$ cat src/rtl/wrb_pkg.sv
package wrb_pkg;

  localparam int WORD_W = 32;
  localparam int DWORD_W = 64;

  typedef logic [WORD_W-1:0]  word_t;
  typedef logic [DWORD_W-1:0] dword_t;

  // Join the two bus words into one 64-bit value.
  // off0 is the word written at offset 0x0, off4 the word at offset 0x4.
  function automatic dword_t join_halves(input word_t off0, input word_t off4,
                                         input logic swap);
    dword_t v;
    if (swap) v = {off4, off0};
    else      v = {off0, off4};
    return v;
  endfunction

  // Select the half of a 64-bit value that appears at a word slot.
  // hi_slot = 0 selects offset 0x0, hi_slot = 1 selects offset 0x4.
  function automatic word_t pick_half(input dword_t v, input logic hi_slot,
                                      input logic swap);
    word_t w;
    if ((hi_slot ^ swap) == 1'b0) w = v[DWORD_W-1:WORD_W];
    else                          w = v[WORD_W-1:0];
    return w;
  endfunction

endpackage

$ cat src/rtl/wrb_decode.sv
module wrb_decode #(
  parameter int NUM_REGS = 4,
  parameter int IDX_W    = 2,
  parameter int ADDR_W   = 5
) (
  input  logic              bus_valid,
  input  logic              bus_write,
  input  logic [ADDR_W-1:0] bus_addr,
  output logic              stage_we,
  output logic              commit_we,
  output logic              rd_req,
  output logic              rd_hi,
  output logic [IDX_W-1:0]  idx
);

  logic unused_byte_bits;
  logic in_range;

  assign unused_byte_bits = ^bus_addr[1:0];

  always_comb begin
    idx       = bus_addr[ADDR_W-1:3];
    in_range  = (int'(idx) < NUM_REGS);
    rd_hi     = bus_addr[2];
    stage_we  = bus_valid & bus_write & ~bus_addr[2] & in_range;
    commit_we = bus_valid & bus_write &  bus_addr[2] & in_range;
    rd_req    = bus_valid & ~bus_write;
  end

endmodule

$ cat src/rtl/wrb_stage.sv
module wrb_stage
  import wrb_pkg::*;
(
  input  logic   clk,
  input  logic   rst_n,
  input  logic   stage_we,
  input  logic   commit_we,
  input  logic   swap,
  input  word_t  wdata,
  output dword_t commit_data
);

  word_t stage_q;
  word_t stage_d;
  logic  stage_en;

  // next state: a commit empties the staging word, a low write fills it
  always_comb begin
    stage_en = stage_we | commit_we;
    if (commit_we) stage_d = '0;
    else           stage_d = wdata;
  end

  always_ff @(posedge clk or negedge rst_n) begin
    if (!rst_n)        stage_q <= '0;
    else if (stage_en) stage_q <= stage_d;
  end

  // the high write joins the staged word with its own data
  always_comb begin
    commit_data = join_halves(stage_q, wdata, swap);
  end

endmodule

$ cat src/rtl/wrb_bank.sv
module wrb_bank
  import wrb_pkg::*;
#(
  parameter int NUM_REGS = 4,
  parameter int IDX_W    = 2,
  parameter int SRST_BIT = 31
) (
  input  logic                      clk,
  input  logic                      rst_n,
  input  logic                      commit_we,
  input  logic [IDX_W-1:0]          idx,
  input  dword_t                    commit_data,
  input  logic                      cnt_inc,
  output logic [NUM_REGS*DWORD_W-1:0] reg_q,
  output logic                      soft_rst
);

  localparam int CNT_IDX = NUM_REGS - 1;

  for (genvar i = 0; i < NUM_REGS; i++) begin : g_reg
    logic   hit;
    dword_t val_q;
    dword_t val_d;
    logic   val_en;

    assign hit = commit_we && (idx == IDX_W'(i));

    if (i == 0) begin : g_ctrl
      logic pulse_q;
      logic pulse_d;

      always_comb begin
        val_en          = hit;
        val_d           = commit_data;
        val_d[SRST_BIT] = 1'b0;
        pulse_d         = hit & commit_data[SRST_BIT];
      end

      always_ff @(posedge clk or negedge rst_n) begin
        if (!rst_n) pulse_q <= 1'b0;
        else        pulse_q <= pulse_d;
      end

      assign soft_rst = pulse_q;
    end else if (i == CNT_IDX) begin : g_count
      always_comb begin
        val_en = hit | cnt_inc;
        if (hit) val_d = commit_data;
        else     val_d = val_q + dword_t'(1);
      end
    end else begin : g_plain
      always_comb begin
        val_en = hit;
        val_d  = commit_data;
      end
    end

    always_ff @(posedge clk or negedge rst_n) begin
      if (!rst_n)      val_q <= '0;
      else if (val_en) val_q <= val_d;
    end

    assign reg_q[i*DWORD_W +: DWORD_W] = val_q;
  end

endmodule

$ cat src/rtl/wrb_readback.sv
module wrb_readback
  import wrb_pkg::*;
#(
  parameter int NUM_REGS = 4,
  parameter int IDX_W    = 2
) (
  input  logic                        clk,
  input  logic                        rst_n,
  input  logic                        rd_req,
  input  logic                        rd_hi,
  input  logic [IDX_W-1:0]            idx,
  input  logic                        swap,
  input  logic [NUM_REGS*DWORD_W-1:0] reg_q,
  output word_t                       rdata,
  output logic                        rvalid
);

  dword_t           live;
  word_t            shadow_q, shadow_d;
  logic             shadow_vld_q, shadow_vld_d;
  logic [IDX_W-1:0] shadow_idx_q, shadow_idx_d;
  word_t            rdata_q, rdata_d;
  logic             rvalid_q;
  logic             snap_en;
  logic             shadow_hit;

  always_comb begin
    if (int'(idx) < NUM_REGS) live = reg_q[int'(idx)*DWORD_W +: DWORD_W];
    else                      live = '0;
  end

  // next state of the snapshot and the response word
  always_comb begin
    shadow_hit   = shadow_vld_q && (shadow_idx_q == idx);
    snap_en      = rd_req;
    shadow_d     = shadow_q;
    shadow_idx_d = shadow_idx_q;
    shadow_vld_d = shadow_vld_q;
    if (!rd_hi) begin
      rdata_d      = pick_half(live, 1'b0, swap);
      shadow_d     = pick_half(live, 1'b1, swap);
      shadow_idx_d = idx;
      shadow_vld_d = 1'b1;
    end else begin
      rdata_d      = shadow_hit ? shadow_q : pick_half(live, 1'b1, swap);
      shadow_vld_d = 1'b0;
    end
  end

  always_ff @(posedge clk or negedge rst_n) begin
    if (!rst_n) begin
      shadow_q     <= '0;
      shadow_idx_q <= '0;
      shadow_vld_q <= 1'b0;
      rdata_q      <= '0;
    end else if (snap_en) begin
      shadow_q     <= shadow_d;
      shadow_idx_q <= shadow_idx_d;
      shadow_vld_q <= shadow_vld_d;
      rdata_q      <= rdata_d;
    end
  end

  always_ff @(posedge clk or negedge rst_n) begin
    if (!rst_n) rvalid_q <= 1'b0;
    else        rvalid_q <= rd_req;
  end

  assign rdata  = rdata_q;
  assign rvalid = rvalid_q;

endmodule

$ cat src/rtl/wide_reg_bridge.sv
module wide_reg_bridge
  import wrb_pkg::*;
#(
  parameter int NUM_REGS = 4,
  parameter int ADDR_W   = $clog2(NUM_REGS) + 3
) (
  input  logic                        clk,
  input  logic                        rst_n,
  input  logic                        order_swap,
  input  logic                        bus_valid,
  output logic                        bus_ready,
  input  logic                        bus_write,
  input  logic [ADDR_W-1:0]           bus_addr,
  input  logic [31:0]                 bus_wdata,
  output logic [31:0]                 bus_rdata,
  output logic                        bus_rvalid,
  input  logic                        cnt_inc,
  output logic [NUM_REGS*64-1:0]      reg_q,
  output logic                        soft_rst
);

  localparam int IDX_W = ADDR_W - 3;

  logic [1:0]       rst_pipe;
  logic             rst_sync_n;
  logic             stage_we, commit_we, rd_req, rd_hi;
  logic [IDX_W-1:0] idx;
  dword_t           commit_data;

  // asynchronous assertion, synchronous release
  always_ff @(posedge clk or negedge rst_n) begin
    if (!rst_n) rst_pipe <= 2'b00;
    else        rst_pipe <= {rst_pipe[0], 1'b1};
  end
  assign rst_sync_n = rst_pipe[1];

  assign bus_ready = 1'b1;

  wrb_decode #(.NUM_REGS(NUM_REGS), .IDX_W(IDX_W), .ADDR_W(ADDR_W)) u_decode (
    .bus_valid (bus_valid),
    .bus_write (bus_write),
    .bus_addr  (bus_addr),
    .stage_we  (stage_we),
    .commit_we (commit_we),
    .rd_req    (rd_req),
    .rd_hi     (rd_hi),
    .idx       (idx)
  );

  wrb_stage u_stage (
    .clk         (clk),
    .rst_n       (rst_sync_n),
    .stage_we    (stage_we),
    .commit_we   (commit_we),
    .swap        (order_swap),
    .wdata       (bus_wdata),
    .commit_data (commit_data)
  );

  wrb_bank #(.NUM_REGS(NUM_REGS), .IDX_W(IDX_W)) u_bank (
    .clk         (clk),
    .rst_n       (rst_sync_n),
    .commit_we   (commit_we),
    .idx         (idx),
    .commit_data (commit_data),
    .cnt_inc     (cnt_inc),
    .reg_q       (reg_q),
    .soft_rst    (soft_rst)
  );

  wrb_readback #(.NUM_REGS(NUM_REGS), .IDX_W(IDX_W)) u_readback (
    .clk    (clk),
    .rst_n  (rst_sync_n),
    .rd_req (rd_req),
    .rd_hi  (rd_hi),
    .idx    (idx),
    .swap   (order_swap),
    .reg_q  (reg_q),
    .rdata  (bus_rdata),
    .rvalid (bus_rvalid)
  );

endmodule

$ cat config.mk
export PLATFORM = sky130hd
export DESIGN_NAME = wide_reg_bridge
export DESIGN_NICKNAME = d
export VERILOG_FILES = /design/src/rtl/wrb_pkg.sv /design/src/rtl/wrb_decode.sv /design/src/rtl/wrb_stage.sv /design/src/rtl/wrb_bank.sv /design/src/rtl/wrb_readback.sv /design/src/rtl/wide_reg_bridge.sv
export SDC_FILE = /design/constraint.sdc
export NUM_CORES = 1
export LEC_CHECK = 0
export BUFFER_PORTS_ARGS = -buffer_cell sky130_fd_sc_hd__buf_4
export CAP_MARGIN = 5
export CORE_MARGIN = 2
export CORE_UTILIZATION = 52
export CTS_BUF_LIST = sky130_fd_sc_hd__clkbuf_8
export CTS_CLUSTER_SIZE = 12
export DETAILED_ROUTE_END_ITERATION = 7
export GPL_TIMING_DRIVEN = 0
export PLACE_DENSITY = 0.79
export SLEW_MARGIN = 5
export SYNTH_ARGS = -nofsm -noshare
export SYNTH_HDL_FRONTEND = slang
export SYNTH_SLANG_ARGS = --single-unit
$ cat constraint.sdc
create_clock -name clk -period 10.1 [get_ports clk]
set_clock_uncertainty 0.05 [all_clocks]
set_input_delay 3.03 -clock clk [delete_from_list [all_inputs] [get_ports clk]]
set_output_delay 3.03 -clock clk [all_outputs]
set_load 0.05 [all_outputs]
==> summary.txt <==
GRT
  • Number of global-route vias before repair: 15600
  • GRT overflow: 0
  • First-pass GRT wire length: 96.7 mm
  • Gr usage total: 36.7%
  • Largest net degree at the start of global routing: 68
  • Initial antenna violation count: 1

Setup path
  • FF-to-FF End: u_bank.g_reg[3].val_q[54]
  • CP Data Arrival Time: 6180 ps
  • Startpoint Class: input port
  • Crit Path Max Fanout: 10
  • RR Startpoint: u_bank.g_reg[3].val_q[3]
  • Worst setup EP type: register
  • FF-to-FF path depth: 7
  • Flop-to-flop setup slack: 6900 ps
  • WS Path Type: in -> reg
  • WP data required: 10490 ps

Power
  • Highest ir drop seen on vdd: 0.154 mV
  • Combinational share of power: 40.3%
  • Static leakage: 10.4 nW
  • Pwr dens: 273 nW/µm²
  • Clock power share: 23.5%
  • Reg power frac: 36.3%
  • Cell-internal power: 3.30 mW
  • Sw frac: 44.9%
  • Sw power: 2.68 mW

Synth
  • Netlist Area Pre-Place: 17400 µm²
  • Top-area cell type share of the netlist area: 51.4%
  • Compound-Gate Fraction of Synth Area: 10.7%
  • FF+latch count, synth: 358
  • Commonest cells post-synth: dfrtp_1 (358), nand2_1 (233), o21ai_0 (171)
  • Yosys Warn Count: 0
  • Post-synth top flop: dfrtp_1
  • Synth Area in XOR/XNOR: 3.22%
  • Mux share of post-synthesis cell area: 17.9%
  • Syn_area_per_cell: 10.5 µm²
  • Asr flop ratio synth: 100%
  • Synth cell types: 43
  • Seq/Total Area, Yosys: 51.4%
  • Synth top area cells: dfrtp_1 (51%), mux2i_1 (9.6%), mux4_2 (8.0%)
  • Simple-gate area share of the yosys netlist: 13.6%
  • Synth area leader: dfrtp_1
  • Post-synth EDFFs: 0
  • Largest family of logic cells by synthesized area: multiplexers
  • Adder-cell share of the synthesized area: 0.0718%
  • Top-count cell post-synth: dfrtp_1
  • Synth Instances: 1663

Clock network
  • CTS Sinks: 358
  • Post-CTS Repair Setup Buffers: 0
  • Total CTS buffers: 59
  • Hold Buf Count CTS: 0
  • Reg clk slew, reported paths: 60 ps
  • TritonCTS clock tree: yes
  • Latest clock arrival within the worst-skew pair: 630 ps
  • Post-CTS sizing: 0
  • Max Buffers Root-to-Sink: 3
  • CTS H-tree depth: 2
  • Clock root buffer master: clkbuf_8

Timing
  • Post-layout min period: 5780 ps
  • Fin crit share: 57.3%
  • Actual slew at the worst max-slew pin: 1300 ps
  • Minimum hold slack: 181 ps
  • Max Freq: 173 MHz
  • Max_slew headroom: 13.2%
  • Final Hold Fails: 0
  • Max-slew violations: 0
  • RSZ-0062 raised after global routing: no
  • Setup violations, final: 0
  • TNS Setup: 0 ps

Placement
  • Post-DP HPWL: 49.5 mm
  • Routability cong.: 0.945
  • IO Port Bufs: 325

Die
  • Die Span Y: 187 µm
  • Core Rows: 67
  • Core Box Area: 33300 µm²
  • IO Pins: 334
  • Starting Density: 52.4%
  • Die width: 187 µm
  • Die ar.: 35000 µm²

Cells and area
  • Area delta synth->final: 25.8%
  • Share of cells above drive strength 1: 24.4%
  • Final Net Count: 2100
  • Post-layout util: 65.9%
  • Fillers: 2645

Flow run
  • Maxcap violations: 0

Routing
  • Drc violations: 0
  • DRT Pass-1 Iters: 5
  • Metal2 WL: 30.4 mm
  • Initial DRC Count: 1667
  • Routed Wire Length: 65.3 mm
  • WL per Instance: 25.5 µm
  • DRT met1 WL: 24.8 mm
  • Max layer used: met4
  • Met3 routed WL: 7.32 mm
  • Via count: 15800
  • Vias/cell: 6.18
  • Routed Antenna Nets: 0

Status
  • Status: complete, no violations

Min path
  • Hold crit path type: reg -> async
flip-flops by register name, summed over array words and instances, names as in the netlist:
signal,flops
rst_pipe,2
u_readback.shadow_idx_q,2
u_readback.shadow_vld_q,1
u_bank.soft_rst,1
u_bank.g.val_q,255
u_readback.shadow_q,32
u_readback.rvalid,1
u_readback.rdata,32
u_stage.stage_q,32
cell usage in the layout (no fill, tap or decap), types with 2 or more instances in the layout:
cell          n
dfrtp_1     357
buf_4       328
nand2_1     233
o21ai_0     171
mux2i_1     167
nor2_1      149
a21oi_1     143
clkbuf_1     91
clkbuf_8     81
mux4_2       62
nand2b_1     35
xnor2_1      34
nand3_1      31
xor2_1       30
inv_1        28
o221ai_1     24
nand4_1      21
buf_1        16
nor3_1       14
buf_2        11
and3_1       10
and4_1        8
o41ai_1       8
nor4_1        6
buf_16        5
or3_1         4
buf_6         3
and2_1        3
conb_1        3
clkinvlp_4    3
bufinv_16     3
clkinv_2      3
or2_2         2
nor3_4        2
mux2_2        2
through the flow:
step,instances,power (mW),worst slack [ps],instance area [µm²]
2_1_floorplan,1664,3.67,4200,17400
3_3_place_gp,2437,4.48,2070,20400
5_1_grt,2556,6.17,4310,21900
4_1_cts,2555,5.94,4140,21900
6_report,2556,5.98,4320,21900
3_5_place_dp,2443,4.55,3480,20600
how the worst max path moves through the flow:
stage / slack [ps] / from / endpoint / cells past startpoint
final: 4320 / bus_addr[3] / u_bank.g_reg[0].val_q[24] / 7
after global routing: 4310 / bus_addr[3] / u_bank.g_reg[0].val_q[28] / 7
after CTS: 4140 / bus_addr[3] / u_bank.g_reg[0].val_q[24] / 7
after detailed placement: 3480 / bus_addr[3] / u_bank.g_reg[0].val_q[32] / 7
after global placement: 2070 / rst_pipe[1] / u_readback.rdata[26] / 0
after floorplan: 4200 / rst_pipe[1] / u_bank.g_reg[0].val_q[0] / 0
critical path, cell delays in order:
cell      delay [ps]
clkbuf_1         250
buf_2            330
buf_2            320
nor3_2           790
clkbuf_1         660
clkbuf_1         630
a21oi_1          150
per-layer routing:
layer | up-vias | global-route usage (%)
met5 | - | 0
met4 | 0 | 15.6
met3 | 191 | 10.3
met2 | 1014 | 57.1
met1 | 7922 | 48.7
li1 | 6670 | -
cells by family after synthesis:
kind of cell             count (synthesis)
AO/OA/AOI/OAI                          348
XOR/XNOR                                64
adder cells (fa/ha/maj)                  1
buffers and inverters                  130
flip-flops                             358
multiplexers                           232
other                                    2
AND/OR/NAND/NOR                        528
power by group through the flow:
stage | Sequential, mW | Combinational [mW] | Clock [mW]
after floorplan | 3.05 | 0.610 | 0
after global placement | 2.18 | 2.31 | 0
after detailed placement | 2.17 | 2.38 | 0
after CTS | 2.15 | 2.39 | 1.40
after global routing | 2.19 | 2.51 | 1.47
final | 2.17 | 2.41 | 1.40
cell type report:
| class | count | area [µm²] | share of cell area, % |
|---|---|---|---|
| antenna | 1 | 2.50 | 0.0114 |
| buffer | 124 | 513 | 2.34 |
| clock buffer | 81 | 1110 | 5.08 |
| clock inverter | 31 | 210 | 0.959 |
| inverter | 6 | 22.5 | 0.103 |
| multi-input combinational | 1176 | 7940 | 36.2 |
| sequential | 358 | 8960 | 40.9 |
| tap | 448 | 561 | 2.56 |
| timing repair buffer | 331 | 2600 | 11.8 |
Note: power is estimated with default switching activity, not from simulation.
